[src/rtl/rxalm_pkg.sv]
package rxalm_pkg;
  localparam int BUS_W = 8;
  localparam int N_SRC = 8;

  localparam logic [BUS_W-1:0] A_MASK   = 8'h12;
  localparam logic [BUS_W-1:0] A_FLAGS  = 8'h13;
  localparam logic [BUS_W-1:0] A_CNT_HI = 8'h72;
  localparam logic [BUS_W-1:0] A_CNT_LO = 8'h73;

  // source positions shared by mask and flag registers
  localparam int S_CPBIT = 7;
  localparam int S_LOS   = 6;
  localparam int S_AIS   = 5;
  localparam int S_IDLE  = 4;
  localparam int S_FERF  = 3;
  localparam int S_AIC   = 2;
  localparam int S_OOF   = 1;
  localparam int S_PBIT  = 0;

  typedef enum logic [2:0] {
    RS_NONE, RS_MASK, RS_FLAGS, RS_CNT_HI, RS_CNT_LO
  } rsel_e;

  function automatic logic pending_any(input logic [N_SRC-1:0] flags,
                                       input logic [N_SRC-1:0] mask);
    return |(flags & mask);
  endfunction

  function automatic rsel_e decode(input logic [BUS_W-1:0] addr);
    case (addr)
      A_MASK:   return RS_MASK;
      A_FLAGS:  return RS_FLAGS;
      A_CNT_HI: return RS_CNT_HI;
      A_CNT_LO: return RS_CNT_LO;
      default:  return RS_NONE;
    endcase
  endfunction
endpackage

[src/rtl/rxalm_regbus.sv]
module rxalm_regbus
  import rxalm_pkg::*;
#(
  parameter int AW = BUS_W,
  parameter int DW = BUS_W
) (
  input  logic          clk,
  input  logic          rst_n,
  input  logic [AW-1:0] addr_i,
  input  logic          rd_i,
  input  logic          wr_i,
  input  logic [DW-1:0] mask_q_i,
  input  logic [DW-1:0] flags_q_i,
  input  logic [DW-1:0] cnt_hi_i,
  input  logic [DW-1:0] cnt_lo_i,
  output logic          mask_wr_o,
  output logic          flags_clr_o,
  output logic          cnt_hi_rd_o,
  output logic          cnt_lo_rd_o,
  output logic [DW-1:0] rdata_o
);
  rsel_e sel;

  assign sel         = decode(addr_i);
  assign mask_wr_o   = wr_i && (sel == RS_MASK);
  assign flags_clr_o = rd_i && (sel == RS_FLAGS);
  assign cnt_hi_rd_o = rd_i && (sel == RS_CNT_HI);
  assign cnt_lo_rd_o = rd_i && (sel == RS_CNT_LO);

  always_comb begin
    rdata_o = '0;
    if (rd_i) begin
      case (sel)
        RS_MASK:   rdata_o = mask_q_i;
        RS_FLAGS:  rdata_o = flags_q_i;
        RS_CNT_HI: rdata_o = cnt_hi_i;
        RS_CNT_LO: rdata_o = cnt_lo_i;
        default:   rdata_o = '0;
      endcase
    end
  end

  // unmapped reads return zero
  a_r10_unmapped_zero: assert property (@(posedge clk) disable iff (!rst_n)
    (rd_i && addr_i != A_MASK && addr_i != A_FLAGS &&
     addr_i != A_CNT_HI && addr_i != A_CNT_LO) |-> (rdata_o == '0));
  // no strobe, no data
  a_r1_idle_bus: assert property (@(posedge clk) disable iff (!rst_n)
    !rd_i |-> (rdata_o == '0));
endmodule

[src/rtl/rxalm_flags.sv]
module rxalm_flags
  import rxalm_pkg::*;
#(
  parameter int N = N_SRC
) (
  input  logic         clk,
  input  logic         rst_n,
  input  logic [N-1:0] evt_i,
  input  logic         mask_wr_i,
  input  logic [N-1:0] mask_wdata_i,
  input  logic         clr_i,
  output logic [N-1:0] mask_q_o,
  output logic [N-1:0] flags_q_o
);
  always_ff @(posedge clk) begin
    if (!rst_n)         mask_q_o <= '0;
    else if (mask_wr_i) mask_q_o <= mask_wdata_i;
  end

  for (genvar g = 0; g < N; g++) begin : g_flag
    always_ff @(posedge clk) begin
      if (!rst_n)        flags_q_o[g] <= 1'b0;
      else if (evt_i[g]) flags_q_o[g] <= 1'b1;   // event wins over clear
      else if (clr_i)    flags_q_o[g] <= 1'b0;
    end

    // a pulse always leaves its flag set
    a_r3_event_sets: assert property (@(posedge clk) disable iff (!rst_n)
      evt_i[g] |=> flags_q_o[g]);
    // a clearing read without a new event drops the flag
    a_r5_read_clears: assert property (@(posedge clk) disable iff (!rst_n)
      (clr_i && !evt_i[g]) |=> !flags_q_o[g]);
    // flags only rise because of an event
    a_r3_no_spurious: assert property (@(posedge clk) disable iff (!rst_n)
      (!flags_q_o[g] && !evt_i[g]) |=> !flags_q_o[g]);
  end
endmodule

[src/rtl/rxalm_errcnt.sv]
module rxalm_errcnt
  import rxalm_pkg::*;
#(
  parameter int DW = BUS_W
) (
  input  logic          clk,
  input  logic          rst_n,
  input  logic          err_i,
  input  logic          hi_rd_i,
  input  logic          lo_rd_i,
  output logic [DW-1:0] hi_o,
  output logic [DW-1:0] lo_o
);
  localparam int CW = 2 * DW;
  localparam logic [CW-1:0] CMAX = {CW{1'b1}};
  localparam logic [CW-1:0] ONE  = {{(CW-1){1'b0}}, 1'b1};

  logic [CW-1:0] cnt_q;
  logic [DW-1:0] snap_q;

  function automatic logic [CW-1:0] sat_step(input logic [CW-1:0] c,
                                             input logic e);
    return (e && c != CMAX) ? c + ONE : c;
  endfunction

  always_ff @(posedge clk) begin
    if (!rst_n)       cnt_q <= '0;
    else if (lo_rd_i) cnt_q <= err_i ? ONE : '0;
    else              cnt_q <= sat_step(cnt_q, err_i);
  end

  always_ff @(posedge clk) begin
    if (!rst_n)       snap_q <= '0;
    else if (hi_rd_i) snap_q <= cnt_q[DW-1:0];
  end

  assign hi_o = cnt_q[CW-1:DW];
  assign lo_o = snap_q;

  // between restarts the count never goes down
  a_r7_no_decrease: assert property (@(posedge clk) disable iff (!rst_n)
    !lo_rd_i |=> (cnt_q >= $past(cnt_q)));
  // saturation holds
  a_r8_saturate: assert property (@(posedge clk) disable iff (!rst_n)
    (cnt_q == CMAX && !lo_rd_i) |=> (cnt_q == CMAX));
  // restart leaves at most one
  a_r9_restart: assert property (@(posedge clk) disable iff (!rst_n)
    lo_rd_i |=> (cnt_q <= ONE));
  // frozen byte moves only on an upper-byte read
  a_r7_snap_stable: assert property (@(posedge clk) disable iff (!rst_n)
    !hi_rd_i |=> $stable(snap_q));
endmodule

[src/rtl/ds3_rx_alarm_irq.sv]
module ds3_rx_alarm_irq
  import rxalm_pkg::*;
(
  input  logic             clk,
  input  logic             rst_n,
  input  logic [N_SRC-1:0] evt_i,
  input  logic [BUS_W-1:0] bus_addr,
  input  logic             bus_rd,
  input  logic             bus_wr,
  input  logic [BUS_W-1:0] bus_wdata,
  output logic [BUS_W-1:0] bus_rdata,
  output logic             irq_o
);
  logic             mask_wr, flags_clr, cnt_hi_rd, cnt_lo_rd;
  logic [N_SRC-1:0] mask_q, flags_q;
  logic [BUS_W-1:0] cnt_hi, cnt_lo;

  rxalm_regbus #(.AW(BUS_W), .DW(BUS_W)) u_bus (
    .clk(clk), .rst_n(rst_n),
    .addr_i(bus_addr), .rd_i(bus_rd), .wr_i(bus_wr),
    .mask_q_i(mask_q), .flags_q_i(flags_q),
    .cnt_hi_i(cnt_hi), .cnt_lo_i(cnt_lo),
    .mask_wr_o(mask_wr), .flags_clr_o(flags_clr),
    .cnt_hi_rd_o(cnt_hi_rd), .cnt_lo_rd_o(cnt_lo_rd),
    .rdata_o(bus_rdata)
  );

  rxalm_flags #(.N(N_SRC)) u_flags (
    .clk(clk), .rst_n(rst_n), .evt_i(evt_i),
    .mask_wr_i(mask_wr), .mask_wdata_i(bus_wdata),
    .clr_i(flags_clr), .mask_q_o(mask_q), .flags_q_o(flags_q)
  );

  rxalm_errcnt #(.DW(BUS_W)) u_cnt (
    .clk(clk), .rst_n(rst_n), .err_i(evt_i[S_CPBIT]),
    .hi_rd_i(cnt_hi_rd), .lo_rd_i(cnt_lo_rd),
    .hi_o(cnt_hi), .lo_o(cnt_lo)
  );

  assign irq_o = pending_any(flags_q, mask_q);

  // with every source masked the line stays low
  a_r4_masked_quiet: assert property (@(posedge clk) disable iff (!rst_n)
    (mask_q == '0) |-> !irq_o);
  // an enabled event raises the line one edge later
  a_r4_enabled_raises: assert property (@(posedge clk) disable iff (!rst_n)
    ((evt_i & mask_q) != '0 && !mask_wr) |=> irq_o);
endmodule

[config.mk]
export PLATFORM = sky130hd
export DESIGN_NAME = ds3_rx_alarm_irq
export DESIGN_NICKNAME = d
export VERILOG_FILES = /design/src/rtl/rxalm_pkg.sv /design/src/rtl/rxalm_regbus.sv /design/src/rtl/rxalm_flags.sv /design/src/rtl/rxalm_errcnt.sv /design/src/rtl/ds3_rx_alarm_irq.sv
export SDC_FILE = /design/constraint.sdc
export NUM_CORES = 1
export LEC_CHECK = 0
export ABC_AREA = 1
export BUFFER_PORTS_ARGS = -buffer_cell sky130_fd_sc_hd__buf_2
export CORE_UTILIZATION = 40
export CTS_BUF_LIST = sky130_fd_sc_hd__clkbuf_8
export DETAILED_ROUTE_END_ITERATION = 10
export GPL_ROUTABILITY_DRIVEN = 0
export PLACE_DENSITY = 0.57
export SYNTH_ARGS = -nofsm -noshare
export SYNTH_HDL_FRONTEND = slang
export SYNTH_SLANG_ARGS = --single-unit
[constraint.sdc]
create_clock -name clk -period 3.44 [get_ports clk]
set_input_delay 0.172 -clock clk [delete_from_list [all_inputs] [get_ports clk]]
set_output_delay 0.172 -clock clk [all_outputs]
set_load 0.02 [all_outputs]
==> impl_metrics.ini, run 1 <==
[global_route]
overflow = 0
grt_util_met1_pct = 28.45
use_met2_pct = 32.82
busiest_layer = met2
grt_max_degree = 20
antenna_found_initial = 0
grt_usage_pct = 20.92
grt_pass1_wl_um = 8473
grt_pass1_vias = 1845
gr-usage-met3_pct = 4.527

[floorplanning]
num_io_pins = 37
fp.dieW_um = 73.80
coreArea_um2 = 4848
start_util_pct = 42.53
rows = 25
die-area_um2 = 5446
die_h_um = 73.80

[setup_path]
crit_slowest_cell = nor2_2
cp.arrival_ns = 2.00
cpPeakStageDelay_ns = 0.43
setup.worst_path.start_class = flip-flop
path_cells = ha_1 > nand2_1 > nor2_2 > nand2_2 > nor2_2 > nor2_2 > nand3_1 > nand2_1 > nand2_1 > nor2_1
cp_num_buf_inv = 0
cp-end-kind = flip-flop
timing_worst_setup_path_type = flip-flop to flip-flop
worst-path-max-fanout = 14
required_ns = 3.67
cp_top_family = simple AND/OR/NAND/NOR gates

[route]
drc = 0
dr.pass1.iters = 4
wl_per_cell_um = 12.46
viasPerCell = 4.921
ant_nets = 0
wl_um = 5195
via_count = 2052
drt_iter0_markers = 114

[power_and_ir_drop]
total_power_uw = 942.3
p_per_area_nw_per_um2 = 390.0
switchingPower_uw = 210.2
combPwrFrac_pct = 6.2
intPower_uw = 732.0
p_seq_share_pct = 50.8
clock_power_share_pct = 43.0
ir_worst_vdd_uv = 216.9
swShare_pct = 22.31
p_leak_nw = 0.9206

[sta]
slew_viol_final = 0
setup_tns_ns = 0
setup_viol = 0
min_period_ns = 1.762
rsz0062_at_grt = no
clock-skew-final_ns = 0.007941
worst_slew_pin_slew_ns = 0.5502
relSlewSlack_pct = 63.28
fin_crit_sh_pct = 51.23
hold_viol = 0
fmax_mhz = 567.5

[clock_network]
clockRootBuffer = clkbuf_8
clkLatencyLatePin_ns = 0.29
h-tree-depth = 2
numClockSinks = 40
cts_hold_buf = 0
cts_buffers = 5
clk_pin_slew_ns = 0.09
cts_buffer_depth = 2
cts_tree = done
postCtsSetupBuffers = 0
post_cts_resized = 0

[flow_run]
cap_violations = 0

[yosys]
syn_area_per_cell_um2 = 6.609
syn_inst = 312
ys_warn_count = 0
synth.distinct_cells = 28
synth_fp_nets = 341
seq_area_frac_synth_pct = 38.83
syn_area_um2 = 2062
yosys_register_bits = 40

[placed_design]
dpl.hpwl_um = 4003
port_buffers = 36

[cells_and_area]
fin_nets = 378
antenna_cells = 0
area_growth_pct = 17.17
layout-drive-gt1-share_pct = 17.43

[run_status]
status = finished clean

[hold_path]
holdCritPathClass = input port to flip-flop
layout make-up:
type	instances	area [um^2]
fillers	511	2432
multi-input cells	227	1079
flip-flops and latches	40	800.8
repair buffers	36	180.2
inverters	39	151.4
well taps	67	83.83
clock buffers	6	82.58
clock inverters	2	38.79
metrics by stage:
step                area (um^2)  hold WS [ns]  utilization, %  worst slack, ns  cells
finish                     2416       0.07949           49.83            1.678    417
floorplan                  2062        0.2894               -            1.992    312
global route               2416       0.07991           49.83            1.423    417
CTS                        2416       0.07157           49.83            1.684    417
detailed placement         2295        0.3845           47.33            1.688    409
global placement           2295        0.3756           47.33            1.736    409
worst register-to-register path, cell delays in order, from the launching register on:
cell and delay [ns]:
dfxtp_1 0.34, ha_1 0.23, nand2_1 0.10, nor2_2 0.06, nand2_2 0.11, nor2_2 0.05, nor2_2 0.43, nand3_1 0.17
nand2_1 0.09, nand2_1 0.05, nor2_1 0.08
registers in the layout, indices dropped and copies added, names as in the netlist:
signal and flops:
u_flags.flags_q_o 8, u_cnt.cnt_q 16, u_cnt.lo_o 8, u_flags.mask_q_o 8
cells by family (layout without fill, tap and decap cells):
group	after synthesis	in the layout	share of synthesized area (%)
adders and majority gates	1	1	0.6067
buffers and inverters	45	83	8.858
DFF	40	40	38.84
and+or+nand+nor	151	151	31.67
AOI/OAI and AO/OA	75	75	20.03
metal layers:
metal | vias to the layer above | part of all wire, %
met4 | 0 | 1.5
met5 | - | 0
li1 | 1095 | -
met2 | 38 | 42
met3 | 6 | 3.6
met1 | 913 | 53
power by group through the flow:
stage	registers, mW	logic (mW)	clock network (mW)
after floorplan	0.488	0.0341	0
after global placement	0.490	0.0577	0
after detailed placement	0.490	0.0581	0
after CTS	0.479	0.0586	0.413
after global routing	0.481	0.0658	0.439
final	0.479	0.0580	0.405
cell usage in the layout (no fill, tap or decap), types with 3 or more instances in the layout:
cell,instances
nand2_1,68
nor2_1,47
dfxtp_1,40
inv_1,37
buf_2,36
o21ai_0,33
a21oi_1,31
nand4_1,11
nand3_1,10
clkbuf_8,6
nor2_2,5
nand2_2,4
a21oi_2,3
cell usage after synthesis:
cell | instances | area share (%)
buf_6 | 1 | 0.55
nor2_4 | 1 | 0.55
a22o_1 | 1 | 0.42
o21ai_4 | 1 | 0.79
a221oi_1 | 2 | 0.85
a31oi_1 | 1 | 0.30
nand2_2 | 4 | 1.2
nand2_1 | 68 | 12
o21ai_1 | 2 | 0.49
a21oi_1 | 31 | 7.5
inv_1 | 37 | 6.7
clkinv_1 | 1 | 0.18
nand3_1 | 10 | 2.4
dfxtp_1 | 40 | 39
nor2_2 | 5 | 1.5
nor2_1 | 47 | 8.6
or2_2 | 1 | 0.30
ha_1 | 1 | 0.61
clkinv_4 | 1 | 0.42
nand3b_1 | 1 | 0.36
nand2_4 | 1 | 0.55
a22oi_1 | 1 | 0.36
clkbuf_1 | 4 | 0.73
a21oi_2 | 3 | 1.3
o21ai_0 | 33 | 8.0
nor3_1 | 2 | 0.49
buf_2 | 1 | 0.24
nand4_1 | 11 | 3.3
worst paths after layout:
path                            slack (ns)  cells past startpoint      startpoint              endpoint
worst min-delay path                  0.08                      3        evt_i[4]  u_flags.flags_q_o[4]
worst max register to register        1.68                     10  u_cnt.cnt_q[0]        u_cnt.cnt_q[7]
worst min register to register        0.45                      2   u_cnt.lo_o[6]         u_cnt.lo_o[6]
worst max-delay path                  1.68                     10  u_cnt.cnt_q[0]        u_cnt.cnt_q[7]
Power figures use the tool's default switching activity.
==> inputs of run 2 (changes only) <==
--- a/config.mk
+++ b/config.mk
@@ -11,7 +11,7 @@
 export CTS_BUF_LIST = sky130_fd_sc_hd__clkbuf_8
 export DETAILED_ROUTE_END_ITERATION = 10
 export GPL_ROUTABILITY_DRIVEN = 0
-export PLACE_DENSITY = 0.57
+export PLACE_DENSITY = 0.6
 export SYNTH_ARGS = -nofsm -noshare
 export SYNTH_HDL_FRONTEND = slang
 export SYNTH_SLANG_ARGS = --single-unit
==> constraint.sdc (replaced) <==
create_clock -name clk -period 1.62 [get_ports clk]
set_input_delay 0.081 -clock clk [delete_from_list [all_inputs] [get_ports clk]]
set_output_delay 0.081 -clock clk [all_outputs]
set_load 0.02 [all_outputs]
==> run 2 against run 1 <==
Effect of this change: register-to-register slack worse by 1.6 ns; global-route usage is 0.74 points higher; worst setup slack worse by 1.6 ns; clock-buffer cell count is 1 lower; sequential power is 110% higher; critical path type unchanged.
==> impl_metrics.ini, run 2 (same netlist as run 1, synthesis figures left out) <==
[route]
topRoutingLayerUsed = met4
viasPerCell = 5.002
wl_met3_um = 240
dr.pass1.iters = 4
drc = 0
wl_met2_um = 2643
drt_iter0_markers = 86
ant_nets = 0
wl_per_cell_um = 13.05
wl_um = 5780
wirelength_met1_um = 2854
via_count = 2216

[sta]
worst_slew_pin_slew_ns = 0.4909
clock-skew-final_ns = 0.006857
rsz0062_at_grt = no
hold_viol = 0
fin_crit_sh_pct = 93.76
worst_hold_slack_ns = 0.05574
setup_viol = 0
fmax_mhz = 658.4
slew_viol_final = 0
relSlewSlack_pct = 67.24
setup_tns_ns = 0
setup_slack_ns = 0.1011
min_period_ns = 1.519

[setup_path]
required_ns = 1.83
worst-path-max-fanout = 5
setup.worst_path.start_class = flip-flop
reg2reg_slack_ns = 0.10
rr_startpoint = u_cnt.cnt_q[1]
reg2regPathDepth = 10
cp-end-kind = flip-flop
startpoint = u_cnt.cnt_q[1]
timing_worst_setup_path_type = flip-flop to flip-flop
cp.arrival_ns = 1.73
r2r-end = u_cnt.cnt_q[12]

[global_route]
grt_pass1_wl_um = 8776
grt_pass1_vias = 1892
grt_max_degree = 20
overflow = 0
grt_usage_pct = 21.67
antenna_found_initial = 0

[power_and_ir_drop]
p_leak_nw = 1.057
p_per_area_nw_per_um2 = 765.1
ir_worst_vdd_uv = 404.3

[floorplanning]
fp.dieW_um = 73.80
die-area_um2 = 5446
rows = 25
num_io_pins = 37
coreArea_um2 = 4848
start_util_pct = 42.53
die_h_um = 73.80

[clock_network]
cts_buffers = 5
h-tree-depth = 2
cts_tree = done
clkLatencyLatePin_ns = 0.30
clk_pin_slew_ns = 0.09
clockRootBuffer = clkbuf_8
cts_buffer_depth = 2
numClockSinks = 40

[placed_design]
place_ws_ns = -0.1121
dp_cells = 424
dpl.hpwl_um = 4155
port_buffers = 36
place_area_um2 = 2407

[cells_and_area]
largest_reg_flops = 16
layout-drive-gt1-share_pct = 22.87
final_common_cell = nand2_1
nFillCells = 493
antenna_cells = 0
fin_area_um2 = 2660
final_cell_mix = nand2_1, nor2_1, dfxtp_1
fin_nets = 404
area_growth_pct = 29.00
largest-register = u_cnt.cnt_q
instances_no_fill = 443

[run_status]
status = finished clean

[flow_run]
cap_violations = 0

[hold_path]
holdCritPathClass = input port to flip-flop
hp-start = bus_wdata[6]
min_path_cells = 3
whs_endpoint = u_flags.mask_q_o[6]
run 2: changes by cell type in the layout (fill, tap and decap cells not counted), sizes merged:
cell | previous run | this run
buf | 36 | 53
clkbuf | 6 | 5
clkinv | 3 | 2
clkinvlp | 0 | 1
dlygate4sd3 | 0 | 7
inv | 37 | 38
nand2 | 73 | 74
nor2 | 53 | 54
run 2: how the worst max path moves through the flow:
stage | to | slack, ns
after global placement | u_cnt.cnt_q[7] | -0.08
after floorplan | u_cnt.cnt_q[12] | 0.17
after global routing | u_cnt.cnt_q[12] | 0.002
after CTS | u_cnt.cnt_q[12] | 0.04
after detailed placement | u_cnt.cnt_q[7] | -0.11
final | u_cnt.cnt_q[12] | 0.10
run 2: final cells by class:
class                      instances  area, um^2  area share, %
multi-input combinational        229        1129          42.43
timing repair buffer              60       377.9          14.21
tap                               67       83.83          3.151
inverter                          39       151.4          5.691
clock inverter                     3       46.29          1.740
sequential                        40       803.3          30.20
clock buffer                       5       68.82          2.587
run 2: worst max-delay path, cell delays in order, from the launching register on:
cell and delay (ns):
dfxtp_2 0.34, ha_2 0.19, nand2_1 0.10, nor2_4 0.17, nand2_4 0.09, o21ai_4 0.20
nand2_4 0.12, nand2_1 0.09, nand2_1 0.05, nand2_1 0.05, nor2_1 0.03
run 2: routing by layer:
layer / global-route usage [%] / vias up
met1: 29.18 / 1023
met2: 33.74 / 46
met3: 5.761 / 4
li1: - / 1143
met4: 6.624 / 0
met5: 0 / -
run 2: timing repair:
item,in CTS,in global routing
setup buffers,0,2
hold endpoints to repair,7,0
pin swaps,0,5
gates resized for setup,1,10
hold buffers,7,0
gates cloned,0,2
endpoints found under the setup margin,11,14
run 2: power by group:
part,leakage (nW),switching (mW),internal (mW)
Combinational,0.676,0.0867,0.0694
Sequential,0.326,0.0150,1.00
Clock,0.0548,0.397,0.464
run 2: through the flow:
step | power [mW] | util [%]
final | 2.035 | 54.86
after global routing | 2.103 | 54.86
after CTS | 2.045 | 53.57
after detailed placement | 1.173 | 49.65
after global placement | 1.171 | 49.65
after floorplan | 1.109 | -
==> inputs of run 3 (changes only) <==
--- a/config.mk
+++ b/config.mk
@@ -11,6 +11,7 @@
 export CTS_BUF_LIST = sky130_fd_sc_hd__clkbuf_8
 export DETAILED_ROUTE_END_ITERATION = 10
 export GPL_ROUTABILITY_DRIVEN = 0
+export GPL_TIMING_DRIVEN = 0
 export PLACE_DENSITY = 0.6
 export SYNTH_ARGS = -nofsm -noshare
 export SYNTH_HDL_FRONTEND = slang
==> constraint.sdc (replaced) <==
create_clock -name clk -period 1.62 [get_ports clk]
set_input_delay 0.081 -clock clk [delete_from_list [all_inputs] [get_ports clk]]
set_output_delay 0.081 -clock clk [all_outputs]
set_load 0.1 [all_outputs]
==> run 3 against run 2 <==
Effect of this change: sequential power is essentially flat; non-clock buffer count shrank 11; clock skew shrank 0.0036 ns; critical path depth shrank 1; final area shrank 1.5%; core utilization shrank 0.83 points; wire length shrank 5.6%; flip-flop and latch count is the same.
==> impl_metrics.ini, run 3 (same netlist as run 1, synthesis figures left out) <==
[setup_path]
timing_worst_setup_path_type = input port to output pin
cpPeakStageDelay_ns = 0.36
worst-path-max-fanout = 9
crit_slowest_cell = nor2_2
cp.arrival_ns = 1.45
startpoint = bus_addr[5]
rr_startpoint = u_cnt.cnt_q[0]
setup.worst_path.start_class = input port
cp-end-kind = output pin
required_ns = 1.54
path_cells = buf_2 > nor2_1 > nand3_1 > nor2_2 > nand2_1 > o21ai_0 > nor2_1 > nor2_2 > buf_4

[cells_and_area]
largest-register = u_cnt.cnt_q
final_cell_mix = nand2_1, inv_1, nor2_1
area_growth_pct = 27.06
layout-drive-gt1-share_pct = 23.63
antenna_cells = 0
largest_reg_flops = 16
fin_nets = 392
final_common_cell = nand2_1
instances_no_fill = 431

[clock_network]
h-tree-depth = 2
cts_buffers = 5
clk_pin_slew_ns = 0.08
numClockSinks = 40
cts_tree = done
clockRootBuffer = clkbuf_8
clkLatencyLatePin_ns = 0.30
cts_buffer_depth = 2

[global_route]
antenna_found_initial = 0
grt_max_degree = 13
grt_pass1_wl_um = 8280
grt_pass1_vias = 1784
grt_usage_pct = 20.53
overflow = 0

[sta]
fin_crit_sh_pct = 94.31
hold_viol = 0
slew_viol_final = 0
worst_slew_pin_slew_ns = 0.5179
rsz0062_at_grt = no
clock-skew-final_ns = 0.003234
setup_viol = 0
relSlewSlack_pct = 65.47
min_period_ns = 1.528
fmax_mhz = 654.5
worst_hold_slack_ns = 0.06558

[route]
viasPerCell = 4.889
dr.pass1.iters = 4
drc = 0
wl_um = 5457
ant_nets = 0
via_count = 2107
drt_iter0_markers = 76
wl_per_cell_um = 12.66

[floorplanning]
rows = 25
die_h_um = 73.80
start_util_pct = 42.53
die-area_um2 = 5446
num_io_pins = 37
coreArea_um2 = 4848
fp.dieW_um = 73.80

[run_status]
status = finished clean

[hold_path]
holdCritPathClass = input port to flip-flop
hp-start = bus_wdata[4]

[power_and_ir_drop]
ir_worst_vdd_uv = 397.0
p_leak_nw = 0.9822
p_per_area_nw_per_um2 = 713.7

[placed_design]
port_buffers = 35
dpl.hpwl_um = 4031
dp_cells = 414

[flow_run]
cap_violations = 0
==> run 3: final timing paths <==
kind	cells past startpoint	slack [ns]	endpoint
worst min-delay path	3	0.07	u_flags.mask_q_o[4]
worst max register to register	9	0.13	u_cnt.cnt_q[4]
worst min register to register	2	0.46	u_cnt.lo_o[6]
worst max-delay path	9	0.09	bus_rdata[1]
==> run 3: layout make-up <==
class                   count  area (um^2)
fillers                   508         2228
multi-input cells         228         1156
flip-flops and latches     40        814.5
repair buffers             43        290.3
inverters                  39        151.4
well taps                  67        83.83
clock buffers               6        82.58
plain buffers               6        31.28
clock inverters             2        10.01
==> run 3: power by group <==
part | leakage (nW) | total, mW | internal (mW) | switching (mW)
registers | 0.329 | 1.02 | 1.00 | 0.0196
clock network | 0.0510 | 0.700 | 0.340 | 0.360
logic | 0.602 | 0.149 | 0.0661 | 0.0828
total | 0.982 | 1.87 | 1.41 | 0.463
==> run 3: worst max-delay path, delay by kind of cell <==
kind	cells	cell delay (ns)
compound gates	1	0.10
simple gates	6	0.85
buf+inv	2	0.41
==> run 3: what timing repair did <==
| action | in CTS | in global routing |
|---|---|---|
| pin swaps | 0 | 2 |
| buffers inserted | 0 | 1 |
| setup endpoints to repair | 18 | 24 |
| resized for setup | 9 | 28 |
| hold buffers | 7 | 0 |
| endpoints found under the hold margin | 7 | 0 |
| cloned | 0 | 1 |
==> run 3: layer usage <==
layer / GRT usage, % / share of wire (%) / up-vias
li1: - / - / 1120
met1: 28.58 / 51 / 935
met2: 31.50 / 43 / 45
met3: 4.527 / 4.9 / 7
met4: 6.410 / 1.3 / 0
met5: 0 / 0 / -
==> run 3: stage by stage <==
| step | util [%] | total power, mW | TNS [ns] | area, um^2 | setup WS [ns] |
|---|---|---|---|---|---|
| floorplan | - | 1.112 | 0 | 2082 | 0.005505 |
| global placement | 48.28 | 1.170 | -0.4221 | 2341 | -0.07086 |
| detailed placement | 48.28 | 1.171 | -0.6292 | 2341 | -0.07759 |
| CTS | 52.15 | 1.878 | 0 | 2529 | 0.004038 |
| global route | 54.04 | 1.949 | 0 | 2620 | 0.00004219 |
| finish | 54.04 | 1.870 | 0 | 2620 | 0.09213 |
